[src/rtl/sdram_burst_colgen.sv]
module sdram_burst_colgen #(
  parameter int COL_W = 9
) (
  input  logic             clk,
  input  logic             rst_n,
  input  logic [1:0]       len_sel,
  input  logic             ilv,
  input  logic             wr_one,
  input  logic             start,
  input  logic             is_wr,
  input  logic [COL_W-1:0] start_col,
  input  logic             stop,
  output logic [COL_W-1:0] col,
  output logic             valid,
  output logic             last
);
  localparam int BW = 3;

  logic [COL_W-1:0] base_q;
  logic [BW-1:0]    beat_q;
  logic [BW-1:0]    lmask_q;
  logic             ilv_q;
  logic             valid_q;

  logic [BW-1:0]    len_m1_d;
  logic [BW-1:0]    low;
  logic [COL_W-1:0] mask;

  assign len_m1_d = (is_wr && wr_one) ? 3'd0
                  : {len_sel == 2'd3, len_sel[1], len_sel != 2'd0};

  always_ff @(posedge clk or negedge rst_n) begin
    if (!rst_n) begin
      base_q  <= '0;
      beat_q  <= '0;
      lmask_q <= '0;
      ilv_q   <= 1'b0;
      valid_q <= 1'b0;
    end else if (start) begin
      base_q  <= start_col;
      beat_q  <= '0;
      lmask_q <= len_m1_d;
      ilv_q   <= ilv;
      valid_q <= 1'b1;
    end else if (stop || last) begin
      valid_q <= 1'b0;
      beat_q  <= '0;
    end else if (valid_q) begin
      beat_q  <= beat_q + 3'd1;
    end
  end

  assign low   = ilv_q ? (base_q[BW-1:0] ^ beat_q) : (base_q[BW-1:0] + beat_q);
  assign mask  = {{(COL_W-BW){1'b0}}, lmask_q};
  assign col   = (base_q & ~mask) | ({{(COL_W-BW){1'b0}}, low} & mask);
  assign valid = valid_q;
  assign last  = valid_q && (beat_q == lmask_q);

  a_r1_beat_bound: assert property (@(posedge clk) disable iff (!rst_n)
    valid |-> (beat_q <= lmask_q));
  a_r8_restart: assert property (@(posedge clk) disable iff (!rst_n)
    start |=> (valid && col == $past(start_col)));
  a_r7_stop: assert property (@(posedge clk) disable iff (!rst_n)
    (stop && !start) |=> (!valid && !last));
  a_r5_end: assert property (@(posedge clk) disable iff (!rst_n)
    (last && !start) |=> !valid);
  a_r4_upper: assert property (@(posedge clk) disable iff (!rst_n)
    (valid && !last && !start && !stop) |=> ((col & ~mask) == $past(col & ~mask)));
  a_r9_quiet: assert property (@(posedge clk) disable iff (!rst_n)
    !valid |-> !last);
endmodule

[config.mk]
export PLATFORM = sky130hd
export DESIGN_NAME = sdram_burst_colgen
export DESIGN_NICKNAME = d
export VERILOG_FILES = /design/src/rtl/sdram_burst_colgen.sv
export SDC_FILE = /design/constraint.sdc
export NUM_CORES = 1
export LEC_CHECK = 0
export BUFFER_PORTS_ARGS = -buffer_cell sky130_fd_sc_hd__buf_2
export CORE_MARGIN = 3
export CORE_UTILIZATION = 30
export CTS_CLUSTER_SIZE = 14
export DETAILED_ROUTE_END_ITERATION = 10
export SYNTH_ARGS = -nofsm -noshare
export SYNTH_HDL_FRONTEND = slang
export SYNTH_SLANG_ARGS = --single-unit
[constraint.sdc]
create_clock -name clk -period 2.27 [get_ports clk]
set_input_delay 0.1135 -clock clk [delete_from_list [all_inputs] [get_ports clk]]
set_output_delay 0.1135 -clock clk [all_outputs]
set_load 0.02 [all_outputs]
==> reports/metrics.cfg, run 1 <==
[finish]
finalNetCount=133
drive_gt1_share_pct=44.55
fillers=280
final_util_pct=38.88
area_growth_pct=20.41
multi_input_area_um2=417.9
register_area_um2=426.7
num_antenna_cells=0

[detailed_routing]
via_count=678
wl_mm=1.733
vias_per_cell=4.809
drc=0
routedWlPerCell_um=12.29
drt-initial-drc-count=35
ant_nets=0
dr.pass1.iters=4

[yosys]
ys_ff_latch=17
synth_nets=106
ys_warn_count=0
synthArstFlopShare_pct=100.0
postSynthCellCount=84
syn_area_um2=913.4
ys_top_cells_by_count=dfrtp_1 (17), mux2_2 (10), buf_4 (7), inv_1 (6), o21ai_0 (5)
yosys.area.top_type=dfrtp_1
synth_top_area_share_pct=46.58
synth_area_leaders=dfrtp_1 (47%), mux2_2 (12%), buf_4 (5.8%), ha_1 (4.1%), xor2_1 (3.8%)
synth_edf_count=0
syn_avg_cell_area_um2=10.87
yosysUniqueCellTypes=28
post-synth-top-count-cell=dfrtp_1
synthFlopType=dfrtp_1
ys_seq_area_share_pct=46.58

[setup_path]
cp_max_fo=3
worstSetupPathType=reg2out
cp-start-kind=flop
worstPathArrival_ps=2060
endpoint_kind=output port
cp.required_ps=2160

[place]
post-place-ws_ps=344.7
port_buffers=28
dp_hpwl_mm=1.310
place_congestion=0.7224

[clocking]
root_buffer=clkbuf_4
clk_pin_slew_ps=100
htreeDepth=1
clock-sinks=17
cts_buffer_depth=2
clk_latency_ps=280
tritoncts=built
cts_buffers=3

[power]
p_per_area_nw_per_um2=605.4
p_clk_share_pct=24.0
sequentialPowerShare_pct=52.7
irDropWorstVdd_v=0.0002814
leakagePower_nw=0.5187
power_frac_comb_pct=23.2
internal_power_w=0.0004670
switching_share_pct=29.86
power_switching_w=0.0001988

[timing]
setup_violations=0
fin_crit_sh_pct=95.54
finalHoldViolations=0
final.setup_skew_ps=5.080
fmax_mhz=461.1
setup_ws_ps=101.3
worstMarginPinSlew_ps=514.0
finalMaxSlewViolations=0
period_minus_slack_ps=2169
slew-limit-headroom_pct=65.47
holdWs_ps=25.71

[grt]
gr-total-overflow=0
antenna_found_initial=0
grt_pass1_vias=638
grt_usage_pct=9.865
grt_pass1_wl_mm=2.753
grt_max_degree=21

[floorplan]
die_h_um=61.18
rows=19
fp.dieW_um=61.18
core-area_um2=2829
io_pins=29
die_area_um2=3742
start_util_pct=32.29

[min_path]
hp-class=in2reg

[flow_run]
drv_cap=0

[run_status]
outcome=finished clean

## cells by family after synthesis
kind of cell               count (synthesis)  share of synthesized area (%)
xor gates and xnor gates                   4                          3.835
and+or+nand+nor                           21                          12.60
buffers and inverters                     15                          9.177
adders and majority gates                  4                          6.302
muxes                                     11                          13.42
DFF                                       17                          46.58
AOI/OAI and AO/OA                         12                          8.083
## critical path, cell delays in order (launching register included)
cell	delay, ps
dfrtp_2	390
ha_2	160
inv_1	40
fa_2	330
or3_4	370
a21oi_2	160
xor2_1	150
buf_4	160
## power by group through the flow
stage	logic [W]	clock network, W	registers, W
2_1_floorplan	0.000113	0	0.000352
3_3_place_gp	0.000146	0	0.000356
3_5_place_dp	0.000149	0	0.000358
4_1_cts	0.000150	0.000170	0.000352
5_1_grt	0.000172	0.000177	0.000357
6_report	0.000155	0.000160	0.000351
## through the flow
step	total power (W)	std cells	TNS (ps)	cell area, um^2
floorplan	0.0004647	84	0	913.4
global placement	0.0005023	134	0	1031
detailed placement	0.0005069	134	0	1031
CTS	0.0006721	139	0	1067
global route	0.0007063	141	-5.158	1100
finish	0.0006658	141	0	1100
## flip-flops by register name, summed over array words and instances (netlist names)
register  count
beat_q        3
valid         1
ilv_q         1
base_q        9
lmask_q       3
## layout by cell type (no fill, tap or decap), types with 2 or more instances in the layout
cell type,Yosys,final
clkbuf_4,0,3
mux2_2,10,10
nor2_1,2,2
buf_2,1,27
dfrtp_1,17,16
xor2_1,4,4
nor3_1,3,3
o21ai_0,5,5
nand2b_1,2,2
nand3_1,3,3
buf_4,7,3
nand3b_1,3,3
nand2_1,3,3
inv_1,6,6
ha_1,3,2
## layer usage
metal / track usage (%) / part of all wire (%)
met1: 13.39 / 46
met2: 15.56 / 49
met3: 1.887 / 4.1
met4: 3.715 / 1.1
met5: 0 / 0
## repair_timing
action,CTS,global route
endpoints found under the hold margin,17,0
hold buffers,1,0
setup endpoints to repair,0,1
gates resized for setup,0,6
setup buffers,0,2
## final timing paths
check | from | to | slack [ps] | cells after the start
max | beat_q[0] | col[2] | 100 | 7
min | start_col[1] | base_q[1] | 30 | 3
max reg2reg | beat_q[0] | beat_q[1] | 800 | 4
min reg2reg | base_q[6] | base_q[6] | 510 | 1
max in group asynchronous | rst_n | beat_q[0] | 1700 | 2
min in group asynchronous | rst_n | beat_q[2] | 270 | 2
## final cells by class
type,instances,area share [%]
clock buffer,4,2.389
timing repair buffer,31,15.24
sequential,17,38.79
inverter,6,2.048
multi-input combinational,52,38.00
tap,31,3.527
Note: power is estimated with default switching activity, not from simulation.
==> run 2, diff against run 1 <==
CORE_ASPECT_RATIO = 0.75   (was not set)
HOLD_SLACK_MARGIN = 0.06   (was not set)
clock period = 2.7 ns   (was 2.27 ns; I/O delays follow)
==> reports/metrics.cfg, run 2 (synthesis gave the netlist of run 1 again) <==
[clocking]
root_buffer=clkbuf_8  ; was clkbuf_4
cts_setup_buffers=0  ; unchanged
tritoncts=built  ; unchanged
htreeDepth=1  ; unchanged
clock-sinks=17  ; unchanged
clk_latency_ps=250  ; was 280 ps
cts_buffers=3  ; unchanged
post_cts_resized=0  ; unchanged
cts_buffer_depth=2  ; unchanged
clk_pin_slew_ps=60  ; was 100 ps

[floorplan]
rows=16  ; was 19
io_pins=29  ; unchanged
die_h_um=53.79  ; was 61.18 um
fp.dieW_um=69.72  ; was 61.18 um
core-area_um2=2763  ; was 2829 um^2
start_util_pct=33.06  ; was 32.29%
die_area_um2=3750  ; was 3742 um^2

[grt]
grt_pass1_vias=664  ; was 638
grt_usage_pct=11.31  ; was 9.865%
grt_max_degree=21  ; unchanged
gr-total-overflow=0  ; unchanged
antenna_found_initial=0  ; unchanged
grt_pass1_wl_mm=3.139  ; was 2.753 mm

[setup_path]
cp_max_fo=5  ; was 3
cp_cell_sequence=ha_1 -> inv_1 -> fa_1 -> or3_1 -> a21oi_1 -> xor2_1 -> buf_2  ; was ha_2 -> inv_1 -> fa_2 -> or3_4 -> a21oi_2 -> xor2_1 -> buf_4
slowest_delay_ps=440  ; was 390 ps
worstSetupPathType=reg2out  ; unchanged
cp-start-kind=flop  ; unchanged
worstPathArrival_ps=2090  ; was 2060 ps
cp.required_ps=2570  ; was 2160 ps
cp_slowest_cell=dfrtp_1  ; was dfrtp_2
endpoint_kind=output port  ; unchanged

[timing]
fmax_mhz=450.0
worstMarginPinSlew_ps=450.6  ; was 514.0 ps
slew-limit-headroom_pct=69.73  ; was 65.47%
fin_crit_sh_pct=82.30
holdWs_ps=96.67  ; was 25.71 ps
setup_violations=0  ; unchanged
fin_setup_tns_ps=0  ; unchanged
finalHoldViolations=0  ; unchanged
period_minus_slack_ps=2222
rsz0062_at_grt=false
final.setup_skew_ps=2.781  ; was 5.080 ps
finalMaxSlewViolations=0  ; unchanged

[place]
dp_hpwl_mm=1.364  ; was 1.310 mm
port_buffers=28  ; unchanged
placed_area_um2=1037  ; was 1031 um^2
place_congestion=0.7602  ; was 0.7224

[detailed_routing]
via_count=662  ; was 678
wl_mm=1.822  ; was 1.733 mm
vias_per_cell=4.597  ; was 4.809
dr.pass1.iters=4  ; unchanged
routedWlPerCell_um=12.65  ; was 12.29 um
ant_nets=0  ; unchanged
drt-initial-drc-count=13  ; was 35
drc=0  ; unchanged

[finish]
layout.cells.most_common_list=buf_2 (28), dfrtp_1 (17), mux2_2 (10), inv_1 (6), o21ai_0 (5)  ; was buf_2 (27), dfrtp_1 (16), mux2_2 (10), inv_1 (6), o21ai_0 (5)
largestRegisters=base_q (9), beat_q (3), lmask_q (3)  ; unchanged
finalNetCount=131  ; was 133
final_area_um2=1092  ; was 1100 um^2
multi_input_area_um2=404.1  ; was 417.9 um^2
layout_commonest_cell=buf_2  ; unchanged
drive_gt1_share_pct=38.89  ; was 44.55%
register_area_um2=425.4  ; was 426.7 um^2
largest_reg_flops=9  ; unchanged
num_antenna_cells=0  ; unchanged
largest_register=base_q  ; unchanged
area_growth_pct=19.59  ; was 20.41%
fillers=297  ; was 280

[run_status]
outcome=finished clean  ; unchanged

[power]
report.power.total_w=0.0006108  ; was 0.0006658 W
p_per_area_nw_per_um2=559.2  ; was 605.4 nW/um^2
leakagePower_nw=0.5159  ; was 0.5187 nW
irDropWorstVdd_v=0.0003011  ; was 0.0002814 V

[flow_run]
drv_cap=0  ; unchanged

[min_path]
hp-class=in2reg  ; unchanged

==> run 2: cell count changes in the layout (fill, tap and decap cells not counted), sizes merged <==
cell  before  now
buf       30   28
==> run 2: cell type report <==
class,instances,share of cell area (%)
flip-flops and latches,17,38.95
multi-input cells,52,37.00
repair buffers,29,13.75
clock buffers,4,4.124
well taps,36,4.124
inverters,6,2.062
==> run 2: critical path: cells and delay by family (launching register included) <==
family / cells / cell delay (ps)
flip-flops: 1 / 440
buffers and inverters: 2 / 230
adder cells (fa/ha/maj): 2 / 540
AND/OR/NAND/NOR: 1 / 310
XOR/XNOR: 1 / 150
AO/OA/AOI/OAI: 1 / 180
==> run 2: repair_timing <==
item,in CTS,in global routing
hold buffers,1,0
endpoints found under the setup margin,0,0
endpoints found under the hold margin,17,0
==> run 2: through the flow <==
step	worst slack [ps]	utilization (%)	std cells
3_5_place_dp	763.1	37.55	139
3_3_place_gp	789.2	37.55	139
2_1_floorplan	789.0	-	84
4_1_cts	464.0	39.54	144
5_1_grt	311.0	39.54	144
6_report	477.9	39.54	144
==> run 2: layer usage <==
| layer | up-vias | global-route usage, % | share of wire [%] |
|---|---|---|---|
| met2 | 20 | 17.56 | 42 |
| met1 | 306 | 14.01 | 49 |
| met5 | - | 0 | 0 |
| li1 | 332 | - | - |
| met3 | 4 | 4.851 | 6.8 |
| met4 | 0 | 4.777 | 1.5 |
==> run 2: final timing paths <==
kind,from,end,slack (ps),depth (start not counted)
worst min-delay path,start_col[1],base_q[1],100,3
min in group asynchronous,rst_n,base_q[4],340,2
worst max-delay path,beat_q[0],col[2],480,7
max in group asynchronous,rst_n,base_q[5],2080,2
worst max register to register,beat_q[1],valid,1360,3
worst min register to register,base_q[8],base_q[8],500,1
==> run 2: power by group <==
part / switching (W) / internal (W)
Sequential: 0.0000203 / 0.000277
Clock: 0.0000845 / 0.000105
Combinational: 0.0000699 / 0.0000548
==> run 3, diff against run 2 <==
clock period = 2 ns   (was 2.7 ns; I/O delays follow)
==> reports/metrics.cfg, run 3 (synthesis gave the netlist of run 1 again) <==
[timing]
worstMarginPinSlew_ps=392.6  ; was 450.6 ps
finalMaxSlewViolations=0  ; unchanged
slew-limit-headroom_pct=73.82  ; was 69.73%
finalHoldViolations=0  ; unchanged
fmax_mhz=488.8
period_minus_slack_ps=2046
rsz0062_at_grt=true  ; was false
fin_crit_sh_pct=102.3
final.setup_skew_ps=1.785  ; was 2.781 ps
setup_violations=1  ; was 0
holdWs_ps=77.26  ; was 96.67 ps
setup_ws_ps=-45.74  ; was 477.9 ps

[place]
place_congestion=0.7535  ; was 0.7602
port_buffers=28  ; unchanged
placed_cells=141  ; was 139
dp_hpwl_mm=1.375  ; was 1.364 mm
post-place-ws_ps=178.4  ; was 763.1 ps

[finish]
num_antenna_cells=0  ; unchanged
drive_gt1_share_pct=44.74  ; was 38.89%
largest_reg_flops=9  ; unchanged
finalNetCount=137  ; was 131
layout_commonest_cell=buf_2  ; unchanged
largest_register=base_q  ; unchanged
area_growth_pct=26.71  ; was 19.59%
layout.cells.most_common_list=buf_2 (26), dfrtp_1 (17), mux2_2 (10), buf_4 (7), inv_1 (6)  ; was buf_2 (28), dfrtp_1 (17), mux2_2 (10), inv_1 (6), o21ai_0 (5)
final_cells=150  ; was 144
largestRegisters=base_q (9), beat_q (3), lmask_q (3)  ; unchanged
final_util_pct=41.89  ; was 39.54%

[setup_path]
r2r_cells=5  ; was 3
cp-start-kind=flop  ; unchanged
cp_slowest_cell=dfrtp_1  ; unchanged
r2r-end=beat_q[0]  ; was valid
cp.required_ps=1900  ; was 2570 ps
endpoint_kind=output port  ; unchanged
reg2reg_from=beat_q[1]  ; unchanged
r2r_slack_ps=700  ; was 1360 ps
worstPathArrival_ps=1950  ; was 2090 ps
cp_cell_sequence=ha_1 -> inv_1 -> fa_2 -> or3_4 -> a21oi_2 -> xor2_1 -> buf_4  ; was ha_1 -> inv_1 -> fa_1 -> or3_1 -> a21oi_1 -> xor2_1 -> buf_2
slowest_delay_ps=360  ; was 440 ps
worstSetupPathType=reg2out  ; unchanged
cp_max_fo=2  ; was 5

[floorplan]
fp.dieW_um=69.72  ; unchanged
rows=16  ; unchanged
io_pins=29  ; unchanged
die_h_um=53.79  ; unchanged
core-area_um2=2763  ; unchanged
start_util_pct=33.06  ; unchanged
die_area_um2=3750  ; unchanged

[grt]
grt_max_degree=21  ; unchanged
grt_pass1_vias=698  ; was 664
grt_pass1_wl_mm=3.222  ; was 3.139 mm
grt_usage_pct=11.08  ; was 11.31%
grt_use_met1_pct=13.95  ; was 14.01%
gr-total-overflow=0  ; unchanged
grt_use_met2_pct=18.67  ; was 17.56%
antenna_found_initial=0  ; unchanged
grt_use_met3_pct=4.291  ; was 4.851%
busiest_layer=met2  ; unchanged

[power]
p_per_area_nw_per_um2=728.2  ; was 559.2 nW/um^2
report.power.total_w=0.0008428  ; was 0.0006108 W
leakagePower_nw=0.5529  ; was 0.5159 nW
irDropWorstVdd_v=0.0003488  ; was 0.0003011 V

[clocking]
cts_buffer_depth=2  ; unchanged
htreeDepth=1  ; unchanged
clk_latency_ps=250  ; about the same
root_buffer=clkbuf_8  ; unchanged
tritoncts=built  ; unchanged
cts_buffers=3  ; unchanged
clk_pin_slew_ps=70  ; was 60 ps
clock-sinks=17  ; unchanged

[flow_run]
drv_cap=0  ; unchanged

[detailed_routing]
drt-initial-drc-count=39  ; was 13
routedWlPerCell_um=12.33  ; was 12.65 um
vias_per_cell=4.547  ; was 4.597
dr.pass1.iters=4  ; unchanged
ant_nets=0  ; unchanged
wl_mm=1.850  ; was 1.822 mm
via_count=682  ; was 662
drc=0  ; unchanged

[run_status]
violations=negative setup slack
outcome=finished with violations  ; was finished clean

[min_path]
hold_end=base_q[7]  ; was base_q[1]
worstHoldStart=start_col[7]  ; was start_col[1]
hp-class=in2reg  ; unchanged
worstHoldPathCells=2  ; was 3

-- run 3: layer usage --
| metal | part of all wire (%) | vias up |
|---|---|---|
| li1 | - | 344 |
| met2 | 46 | 17 |
| met3 | 6.1 | 0 |
| met1 | 48 | 321 |
| met5 | 0 | - |
| met4 | 0 | 0 |
-- run 3: timing repair --
action / CTS / global route
setup buffers: 1 / 2
pin swaps: 2 / 2
hold endpoints to repair: 18 / 0
hold buffers: 2 / 0
endpoints found under the setup margin: 1 / 1
gates resized for setup: 2 / 3
-- run 3: per-stage QoR --
step	TNS, ps	instance area (um^2)
2_1_floorplan	0	913.4
3_3_place_gp	0	1052
6_report	-45.74	1157
3_5_place_dp	0	1052
5_1_grt	-219.0	1157
4_1_cts	-66.97	1132
-- run 3: power breakdown --
group / leakage (nW) / internal (W) / switching (W)
registers: 0.208 / 0.000373 / 0.0000261
logic: 0.320 / 0.0000882 / 0.0000985
clock network: 0.0255 / 0.000138 / 0.000119
-- run 3: final cells by class --
type	count	area [um^2]
fill	283	1605
multi-input combinational	52	415.4
clock buffer	3	41.29
timing repair buffer	35	202.7
inverter	6	22.52
clock inverter	1	5.005
tap	36	45.04
sequential	17	425.4
-- run 3: worst max-delay path by stage --
stage          slack [ps]       from  endpoint
3_3_place_gp          200  base_q[0]    col[2]
5_1_grt              -200  beat_q[0]    col[2]
3_5_place_dp          180  base_q[0]    col[2]
6_report              -50  beat_q[0]    col[2]
4_1_cts               -70  beat_q[0]    col[2]
2_1_floorplan         120  beat_q[0]    col[2]
-- run 3: worst max-delay path, delay by kind of cell, from the launching register on --
family	cells	cell delay, ps
compound gates	1	160
xor+xnor	1	150
fa+ha+maj	2	480
buf+inv	2	210
flops	1	360
simple gates	1	340
